[config.mk]
export PLATFORM = sky130hd
export DESIGN_NAME = fieldops_alu
export DESIGN_NICKNAME = d
export VERILOG_FILES = /design/src/rtl/fieldalu_pkg.sv /design/src/rtl/fieldalu_arith.sv /design/src/rtl/fieldalu_shift.sv /design/src/rtl/fieldalu_bytes.sv /design/src/rtl/fieldops_alu.sv
export SDC_FILE = /design/constraint.sdc
export NUM_CORES = 1
export LEC_CHECK = 0
export CORE_ASPECT_RATIO = 0.5
export CORE_UTILIZATION = 24
export DETAILED_ROUTE_END_ITERATION = 16
export PLACE_DENSITY_LB_ADDON = 0.05
export SYNTH_ARGS = -nofsm -noshare
export SYNTH_HDL_FRONTEND = slang
export SYNTH_HIERARCHICAL = 1
export SYNTH_SLANG_ARGS = --single-unit
[constraint.sdc]
create_clock -name vclk -period 23.6
set_input_delay 7.08 -clock vclk [all_inputs]
set_output_delay 7.08 -clock vclk [all_outputs]
set_load 0.01 [all_outputs]
[src/rtl/fieldalu_pkg.sv]
package fieldalu_pkg;

   typedef enum logic [3:0] {
      OP_MOVE    = 4'd0,
      OP_ADD     = 4'd1,
      OP_SUB     = 4'd2,
      OP_RSUB    = 4'd3,
      OP_AND     = 4'd4,
      OP_OR      = 4'd5,
      OP_XOR     = 4'd6,
      OP_FUNNEL  = 4'd7,
      OP_SLL     = 4'd8,
      OP_SRL     = 4'd9,
      OP_SRA     = 4'd10,
      OP_ROL     = 4'd11,
      OP_XBYTE   = 4'd12,
      OP_IBYTE   = 4'd13,
      OP_ESC_SRC = 4'd14,
      OP_ESC_DST = 4'd15
   } alu_op_e;

   typedef enum logic [2:0] {
      SK_NONE   = 3'd0,
      SK_SLL    = 3'd1,
      SK_SRL    = 3'd2,
      SK_SRA    = 3'd3,
      SK_ROL    = 3'd4,
      SK_FUNNEL = 3'd5
   } shift_kind_e;

endpackage

[src/rtl/fieldalu_arith.sv]
module fieldalu_arith
   import fieldalu_pkg::*;
#(
   parameter int DATA_W = 32
) (
   input  alu_op_e           op,
   input  logic [DATA_W-1:0] opnd_a,
   input  logic [DATA_W-1:0] opnd_b,
   input  logic              imm_sel,
   input  logic [3:0]        hi_nib,
   output logic [DATA_W-1:0] res
);
   localparam int EXT_W = DATA_W - 8;

   logic [7:0]        imm_byte;
   logic [DATA_W-1:0] imm_word;

   assign imm_byte = {hi_nib, opnd_a[3:0]};
   assign imm_word = {{EXT_W{imm_byte[7]}}, imm_byte};

   always_comb begin
      case (op)
         OP_MOVE: res = imm_sel ? imm_word : opnd_a;
         OP_ADD:  res = opnd_a + opnd_b;
         OP_SUB:  res = opnd_b - opnd_a;
         OP_RSUB: res = opnd_a - opnd_b;
         OP_AND:  res = opnd_a & opnd_b;
         OP_OR:   res = opnd_a | opnd_b;
         OP_XOR:  res = opnd_a ^ opnd_b;
         default: res = '0;
      endcase
   end
endmodule

[src/rtl/fieldalu_shift.sv]
module fieldalu_shift
   import fieldalu_pkg::*;
#(
   parameter int DATA_W        = 32,
   parameter bit SHARED_FUNNEL = 1'b1,
   localparam int SHAMT_W      = $clog2(DATA_W)
) (
   input  shift_kind_e        kind,
   input  logic [DATA_W-1:0]  opnd_a,
   input  logic [DATA_W-1:0]  opnd_b,
   input  logic [SHAMT_W-1:0] amt,
   output logic [DATA_W-1:0]  shifted
);
   generate
      if (SHARED_FUNNEL) begin : g_funnel
         localparam logic [SHAMT_W:0] SH_FULL = (SHAMT_W+1)'(DATA_W);
         logic [DATA_W-1:0]   upper;
         logic [DATA_W-1:0]   lower;
         logic [SHAMT_W:0]    famt;
         logic [2*DATA_W-1:0] wide;

         always_comb begin
            upper = '0;
            lower = '0;
            famt  = '0;
            case (kind)
               SK_SLL: begin
                  upper = opnd_b;
                  famt  = {1'b0, amt};
               end
               SK_ROL: begin
                  upper = opnd_b;
                  lower = opnd_b;
                  famt  = {1'b0, amt};
               end
               SK_FUNNEL: begin
                  upper = opnd_b;
                  lower = opnd_a;
                  famt  = {1'b0, amt};
               end
               SK_SRL: begin
                  lower = opnd_b;
                  famt  = SH_FULL - {1'b0, amt};
               end
               SK_SRA: begin
                  upper = {DATA_W{opnd_b[DATA_W-1]}};
                  lower = opnd_b;
                  famt  = SH_FULL - {1'b0, amt};
               end
               default: ;
            endcase
            wide    = {upper, lower} << famt;
            shifted = (kind == SK_NONE) ? '0 : wide[2*DATA_W-1:DATA_W];
         end
      end else begin : g_direct
         always_comb begin
            case (kind)
               SK_SLL:    shifted = opnd_b << amt;
               SK_SRL:    shifted = opnd_b >> amt;
               SK_SRA:    shifted = DATA_W'($signed(opnd_b) >>> amt);
               SK_ROL:    shifted = (amt == '0) ? opnd_b
                                  : (opnd_b << amt) | (opnd_b >> (DATA_W - int'(amt)));
               SK_FUNNEL: shifted = (amt == '0) ? opnd_b
                                  : (opnd_b << amt) | (opnd_a >> (DATA_W - int'(amt)));
               default:   shifted = '0;
            endcase
         end
      end
   endgenerate
endmodule

[src/rtl/fieldalu_bytes.sv]
module fieldalu_bytes #(
   parameter int DATA_W  = 32,
   localparam int NBYTES = DATA_W / 8,
   localparam int BSEL_W = $clog2(NBYTES)
) (
   input  logic [DATA_W-1:0] word_b,
   input  logic [7:0]        new_byte,
   input  logic [BSEL_W-1:0] xsel,
   input  logic [BSEL_W-1:0] isel,
   output logic [DATA_W-1:0] extracted,
   output logic [DATA_W-1:0] inserted
);
   logic [7:0] picked;

   always_comb begin
      picked = '0;
      for (int k = 0; k < NBYTES; k++) begin
         if (xsel == BSEL_W'(k)) picked = word_b[k*8 +: 8];
      end
      extracted = {{(DATA_W-8){1'b0}}, picked};
   end

   generate
      for (genvar g = 0; g < NBYTES; g++) begin : g_lane
         assign inserted[g*8 +: 8] = (isel == BSEL_W'(g)) ? new_byte : word_b[g*8 +: 8];
      end
   endgenerate
endmodule

[src/rtl/fieldops_alu.sv]
module fieldops_alu
   import fieldalu_pkg::*;
#(
   parameter int DATA_W        = 32,
   parameter bit SHARED_FUNNEL = 1'b1
) (
   input  logic [3:0]                 op_code,
   input  logic [DATA_W-1:0]          src_a,
   input  logic [DATA_W-1:0]          src_b,
   input  logic [$clog2(DATA_W)-1:0]  lo_bits,
   input  logic                       imm_bit,
   input  logic [3:0]                 mov_hi_nib,
   output logic [DATA_W-1:0]          result,
   output logic                       ext_op
);
   localparam int SHAMT_W = $clog2(DATA_W);
   localparam int NBYTES  = DATA_W / 8;
   localparam int BSEL_W  = $clog2(NBYTES);

   generate
      if (DATA_W < 16 || (DATA_W % 8) != 0 || (1 << SHAMT_W) != DATA_W) begin : g_bad_width
         $error("fieldops_alu: DATA_W must be a power of two of at least 16");
      end
   endgenerate

   alu_op_e            op;
   shift_kind_e        kind;
   logic [SHAMT_W-1:0] imm_cnt;
   logic [SHAMT_W-1:0] sh_amt;
   logic [DATA_W-1:0]  arith_res;
   logic [DATA_W-1:0]  shift_res;
   logic [DATA_W-1:0]  xbyte_res;
   logic [DATA_W-1:0]  ibyte_res;

   assign op      = alu_op_e'(op_code);
   assign imm_cnt = {imm_bit, src_a[SHAMT_W-2:0]};

   always_comb begin
      case (op)
         OP_SLL:    kind = SK_SLL;
         OP_SRL:    kind = SK_SRL;
         OP_SRA:    kind = SK_SRA;
         OP_ROL:    kind = SK_ROL;
         OP_FUNNEL: kind = SK_FUNNEL;
         default:   kind = SK_NONE;
      endcase
      sh_amt = (op == OP_FUNNEL) ? lo_bits : imm_cnt;
   end

   fieldalu_arith #(.DATA_W(DATA_W)) u_arith (
      .op      (op),
      .opnd_a  (src_a),
      .opnd_b  (src_b),
      .imm_sel (imm_bit),
      .hi_nib  (mov_hi_nib),
      .res     (arith_res)
   );

   fieldalu_shift #(.DATA_W(DATA_W), .SHARED_FUNNEL(SHARED_FUNNEL)) u_shift (
      .kind    (kind),
      .opnd_a  (src_a),
      .opnd_b  (src_b),
      .amt     (sh_amt),
      .shifted (shift_res)
   );

   fieldalu_bytes #(.DATA_W(DATA_W)) u_bytes (
      .word_b    (src_b),
      .new_byte  (src_a[7:0]),
      .xsel      (src_a[BSEL_W-1:0]),
      .isel      (lo_bits[BSEL_W-1:0]),
      .extracted (xbyte_res),
      .inserted  (ibyte_res)
   );

   always_comb begin
      ext_op = 1'b0;
      case (op)
         OP_FUNNEL, OP_SLL, OP_SRL, OP_SRA, OP_ROL: result = shift_res;
         OP_XBYTE:               result = xbyte_res;
         OP_IBYTE:               result = ibyte_res;
         OP_ESC_SRC, OP_ESC_DST: begin
            result = '0;
            ext_op = 1'b1;
         end
         default:                result = arith_res;
      endcase
   end

   always_comb begin
      automatic int lanes_changed = 0;
      for (int k = 0; k < NBYTES; k++) begin
         if (result[k*8 +: 8] != src_b[k*8 +: 8]) lanes_changed++;
      end
      if (ext_op) begin
         AST_ESCAPE_ZERO: assert (result == '0);
      end
      if (op == OP_XBYTE) begin
         AST_XBYTE_UPPER_CLEAR: assert (result[DATA_W-1:8] == '0);
      end
      if (op == OP_IBYTE) begin
         AST_IBYTE_ONE_LANE: assert (lanes_changed <= 1);
      end
      if (op == OP_FUNNEL && lo_bits == '0) begin
         AST_FUNNEL_ZERO_PASS: assert (result == src_b);
      end
      if (op == OP_SUB) begin
         AST_SUB_INVERSE: assert (result + src_a == src_b);
      end
      if (op == OP_RSUB) begin
         AST_RSUB_INVERSE: assert (result + src_b == src_a);
      end
   end
endmodule

==> Word level (Yosys, flattened, before mapping) <==
Cells that the tools add are included.
{ "classes": {"bitwise_logic": 3, "n_addsub": 4, "mux": 18, "n_eq_ne": 26, "reduce_logical": 9, "n_shift": 1} }
{ "op_table": {"columns": ["cell", "count"], "rows": [
  ["one-hot mux 32 bit (7 select lines)", 1],
  ["one-hot mux 32 bit (2 select lines)", 2],
  ["one-hot mux 32 bit (4 select lines)", 1],
  ["two-way mux 32 bit", 2],
  ["two-way mux 8 bit", 8],
  ["<< shifter 64 x 6 -> 64 bit", 1],
  ["subtractor 32 bit", 2],
  ["adder 32 bit", 1],
  ["bitwise AND 32 bit", 1],
  ["== test 4 bit, second input constant", 8],
  ["bitwise OR 32 bit", 1],
  ["XOR 32 bit", 1],
  ["== test 4 x 3 -> 1 bit, second input constant", 4],
  ["one-hot mux 3 bit (5 select lines)", 1],
  ["one-hot mux 6 bit (2 select lines)", 1],
  ["== test 2 bit, second input constant", 4],
  ["== test 4 x 2 -> 1 bit, second input constant", 2],
  ["== test 3 x 2 -> 1 bit, second input constant", 2],
  ["== test 3 bit, second input constant", 2],
  ["OR reduction 3 bit", 2],
  ["subtractor 6 x 5 -> 6 bit, first input constant", 1],
  ["two-way mux 5 bit", 1],
  ["OR reduction 5 bit", 1],
  ["== test 2 x 1 -> 1 bit, second input constant", 2],
  ["7 further kinds", 9]
]} }
{ "word_totals": {"reg_bits": 0, "input_bits": 78, "out_inout_bits": 33, "word_cells": 61} }

==> Depth between registers and ports, before layout <==
Gate-level depths: netlist (run 1).
{ "logic_depth": {"word_depth": 8, "ltp_mapped": 19, "depth_no_buf": 18} }

==> Modules after synthesis <==
The synthesis (run 1) kept the hierarchy.
{ "by_module_without_submodules": {"columns": ["module", "area_each_um2", "n_inst", "cells_each", "seq_area_each_um2"], "rows": [
  ["fieldalu_arith", 6122.1, 1, 900, 0.0],
  ["fieldalu_shift", 5228.8, 1, 701, 0.0],
  ["fieldops_alu", 1326.3, 1, 209, 0.0],
  ["fieldalu_bytes", 788.3, 1, 73, 0.0]
]} }

==> Least setup slack after synthesis (run 1) <==
OpenSTA, ideal clock, no wires.
{ "synth_timing": {"path_kind": "input port to output port", "from": "in op_code[2]", "to": "out result[28]", "t_required_ns": 16.520, "setup_slack_ns": 6.031, "path_buffers": 3, "t_arrival_ns": 10.489, "path_stages": 18, "cell_sequence": "clkbuf_1 > nor2_1 > and3_1 > clkbuf_1 > a31oi_1 > xnor2_1 > ha_1 > clkbuf_1 > a2111o_1 > o211ai_1 > nand2_1 > a31oi_1 > o21ai_0 > o41ai_1 > xor2_1 > o2111ai_1 > nand2_1 > o221ai_1"} }
{ "synth_between": {"elab_cells_between_ends": 37, "classes_between": "add/sub: 1; eq/ne: 20; shift: 1; mux: 8; reduce/logical: 7"} }
{ "synth_rtl": {"columns": ["item", "line_no", "text"], "rows": [
  ["from (decl)", "fieldops_alu.sv:7", "input logic [3:0] op_code,"],
  ["== test 4 x 3 -> 1 bit (tied with other cells)", "fieldalu_arith.sv:22", "case (op)"],
  ["one-hot mux 32 bit (7 select lines) (*)", "fieldalu_arith.sv:22", null],
  ["net arith_res[28]", "fieldops_alu.sv:30", "logic [DATA_W-1:0] arith_res;"],
  ["one-hot mux 32 bit (4 select lines) (*)", "fieldops_alu.sv:78", "case (op)"],
  ["to (decl)", "fieldops_alu.sv:13", "output logic [DATA_W-1:0] result,"]
]} }
Mark *: on every way through the listed nets, which the timed path passes. The rest lies on a longest branch.

==> Worst setup path after layout (run 1) <==
{ "layout_timing": {"from": "in op_code[3]", "to": "out result[9]"} }
{ "layout_between": {"elab_cells_between_ends": 37, "classes_between": "add/sub: 1; eq/ne: 20; shift: 1; mux: 8; reduce/logical: 7"} }
{ "layout_rtl": {"columns": ["item", "line_no", "text"], "rows": [
  ["== test 4 x 3 -> 1 bit (*)", "fieldops_alu.sv:47", "sh_amt = (op == OP_FUNNEL) ? lo_bits : imm_cnt;"],
  ["two-way mux 5 bit (*)", "fieldops_alu.sv:47", null],
  ["net sh_amt[0]", "fieldops_alu.sv:29", "logic [SHAMT_W-1:0] sh_amt;"],
  ["subtractor 6 x 5 -> 6 bit", "fieldalu_shift.sv:43, fieldalu_shift.sv:48", null],
  ["one-hot mux 6 bit (2 select lines) (*)", "fieldalu_shift.sv:26", "case (kind)"],
  ["<< shifter 64 x 6 -> 64 bit (*)", "fieldalu_shift.sv:52", "wide = {upper, lower} << famt;"],
  ["two-way mux 32 bit (*)", "fieldalu_shift.sv:53", "shifted = (kind == SK_NONE) ? '0 : wide[2*DATA_W-1:DATA_W];"],
  ["net shift_res[9]", "fieldops_alu.sv:31", "logic [DATA_W-1:0] shift_res;"],
  ["one-hot mux 32 bit (4 select lines) (*)", "fieldops_alu.sv:78", null]
]} }
Marks and branches as above.

==> run_results.csv, run 1 <==
group,metric,value,unit
status,outcome,"finished, final reports clean",
grt,grt_max_degree,66,
detailed_routing,vias,16291,
sta,tns,0,ps
die,core_area,0.0546,mm²
die,dieArea,0.0571,mm²
die,num_rows,60,
detailed_routing,first_iter_violations,1978,
sta,finalSetupViolCount,0,
critical_path,crit_type,"input port to output pin",
die,fp.dieH,169,µm
sta,worstMarginPinSlew,1170,ps
critical_path,cp-end-kind,"output pin",
detailed_routing,dr.pass1.iters,6,
final_layout,area_delta_synth_final,12.4,%
final_layout,nets,2123,
clock_tree,postCtsSetupBuffers,0,
critical_path,setup.worst_path.start_class,"input port",
yosys,yosys_warnings,6,
critical_path,critPathMaxFanout,37,
clock_tree,cts_hold_buf,0,
yosys,syn_avg_cell_area,7.15,µm²
sta,grt_setup_unrepaired,"false",
yosys,yosysUniqueCellTypes,100,
final_layout,drive_gt1_share,11.4,%
sta,fin_crit_sh,91.2,%
yosys,yosysSeqAreaShare,0,%
critical_path,crit_path_start,"op_code[3]",
final_layout,seq_area,0,µm²
grt,grt.overflow.total,0,
detailed_routing,avgViaCountPerCell,6.12,
sta,hold_ws,15150,ps
detailed_routing,drc_errors,0,
critical_path,arrival,14430,ps
worst_hold_path,hold_path_class,"input port to output pin",
sta,hold_viol,0,
clock_tree,cts_resized,0,
place,hpwl,60400,µm
sta,report.final.slew_viol_count,0,
sta,max_freq,46.5,MHz
grt,grt_usage,26.7,%
final_layout,clock_buffers,0,
place,numPortBuffers,111,
grt,grt_pass1_wl,113000,µm
job,cap_violations,0,
sta,period_needed,21510,ps
grt,antenna_found_initial,6,
yosys,netlist_area,0.0135,mm²
grt,grt_pass1_vias,15318,
critical_path,timing.critical_path.to,"result[9]",
sta,relSlewSlack,21.7,%
die,ios,111,
place,gp_congestion,0.932,
die,die_w,337,µm
place,preCtsSetupSlack,2280,ps
final_layout,seq_cells,0,
critical_path,cp.required,16520,ps
die,initial_utilization,24.7,%
detailed_routing,totalWireLength,78900,µm
detailed_routing,wl_per_cell,29.7,µm
sta,finalWorstSetupSlack,2090,ps
yosys,netlist_instances,1883,
detailed_routing,ant_nets,0,
cell type report:
| class | count | area (µm²) |
|---|---|---|
| inverter | 111 | 417 |
| timing repair buffer | 171 | 1560 |
| fill | 6133 | 39400 |
| antenna | 3 | 7.51 |
| tap | 744 | 931 |
| multi-input combinational | 1631 | 12200 |
cells in the mapped netlist, drive strengths merged (9+ instances only):
library cell	instances	area [µm²]
o21bai	12	93.8
a221oi	15	144
a211oi	18	150
a22oi	125	953
o211ai	51	383
nand2	164	621
clkbuf	59	225
nand4	20	125
a21oi	101	505
xnor2	68	596
mux4	16	360
o21ai	117	597
mux2i	88	897
o22ai	29	181
mux2	76	856
o2111ai	14	123
o31ai	20	169
a21o	18	135
nor2b	50	320
xor2	20	175
or3	11	73.8
nand2b	10	62.6
nor2	89	347
and2	9	56.3
buf	105	749
nor4	10	62.6
nand3	62	315
ha	128	1600
a31oi	57	363
inv	111	417
a32oi	14	123
o221ai	44	385
nor3	38	211
layer usage:
metal  up-vias  share of wire [%]  track usage [%]
li1       7243                  -                -
met1      8269                 49             40.0
met2       695                 44             42.3
met3        84                5.1             1.11
met4         0                1.7             4.39
met5         -                  0                0
placed cells by master (no fill, tap or decap), types with 61 or more instances in the layout:
master           Yosys  layout
xnor2_1             68      68
a21oi_1            101      99
ha_1               128     128
o21ai_0            108     107
nand2_1            162     162
mux2i_1             86      86
inv_1              109     109
nand3_1             61      61
nor2_1              86      83
buf_4               43      61
a22oi_1            122     122
mux2_2              76      76
clkdlybuf4s50_1      0     110
stage by stage:
step	area, µm²	instances	util [%]
4_1_cts	15100	2657	27.7
3_3_place_gp	15100	2657	27.7
5_1_grt	15100	2657	27.7
2_1_floorplan	13600	1906	-
3_5_place_dp	15100	2657	27.7
6_report	15100	2660	27.7
how the worst min path moves through the flow:
stage               start      to  slack (ps)  cells after the start
6_report       op_code[2]  ext_op       15150                      3
5_1_grt        op_code[2]  ext_op       15150                      3
4_1_cts        op_code[2]  ext_op       15140                      3
3_5_place_dp   op_code[2]  ext_op       15140                      3
3_3_place_gp   op_code[2]  ext_op       15140                      3
2_1_floorplan  op_code[3]  ext_op       14330                      1
critical path, stage by stage:
cell and delay, ps:
clkdlybuf4s50_1 720, inv_2 700, nand4_1 480, mux2_2 640, inv_1 250, ha_1 570, nand3b_4 150, o21ai_4 360
buf_4 580, mux2i_1 240, o22ai_1 260, nor3_1 90, a221o_1 340, o31ai_1 750, nor2b_1 220, a31oi_1 50
o221ai_1 290, clkdlybuf4s50_1 590
cell families (layout without fill, tap and decap cells):
group,count (synthesis),after routing,synth area share (%)
AOI/OAI and AO/OA,711,711,37.6
xor gates and xnor gates,88,88,5.72
adders and majority gates,130,130,12.2
buffers and inverters,275,282,10.3
muxes,180,180,15.7
other,1,27,0.0278
and+or+nand+nor,498,498,18.4
==> run 2, diff against run 1 <==
--- a/config.mk
+++ b/config.mk
@@ -5,6 +5,7 @@
 export SDC_FILE = /design/constraint.sdc
 export NUM_CORES = 1
 export LEC_CHECK = 0
+export ABC_CLOCK_PERIOD_IN_PS = 23600
 export CORE_ASPECT_RATIO = 0.5
 export CORE_UTILIZATION = 24
 export DETAILED_ROUTE_END_ITERATION = 16
==> results of run 2 <==
Final layout, timing and power as in run 1 (identical DEF).
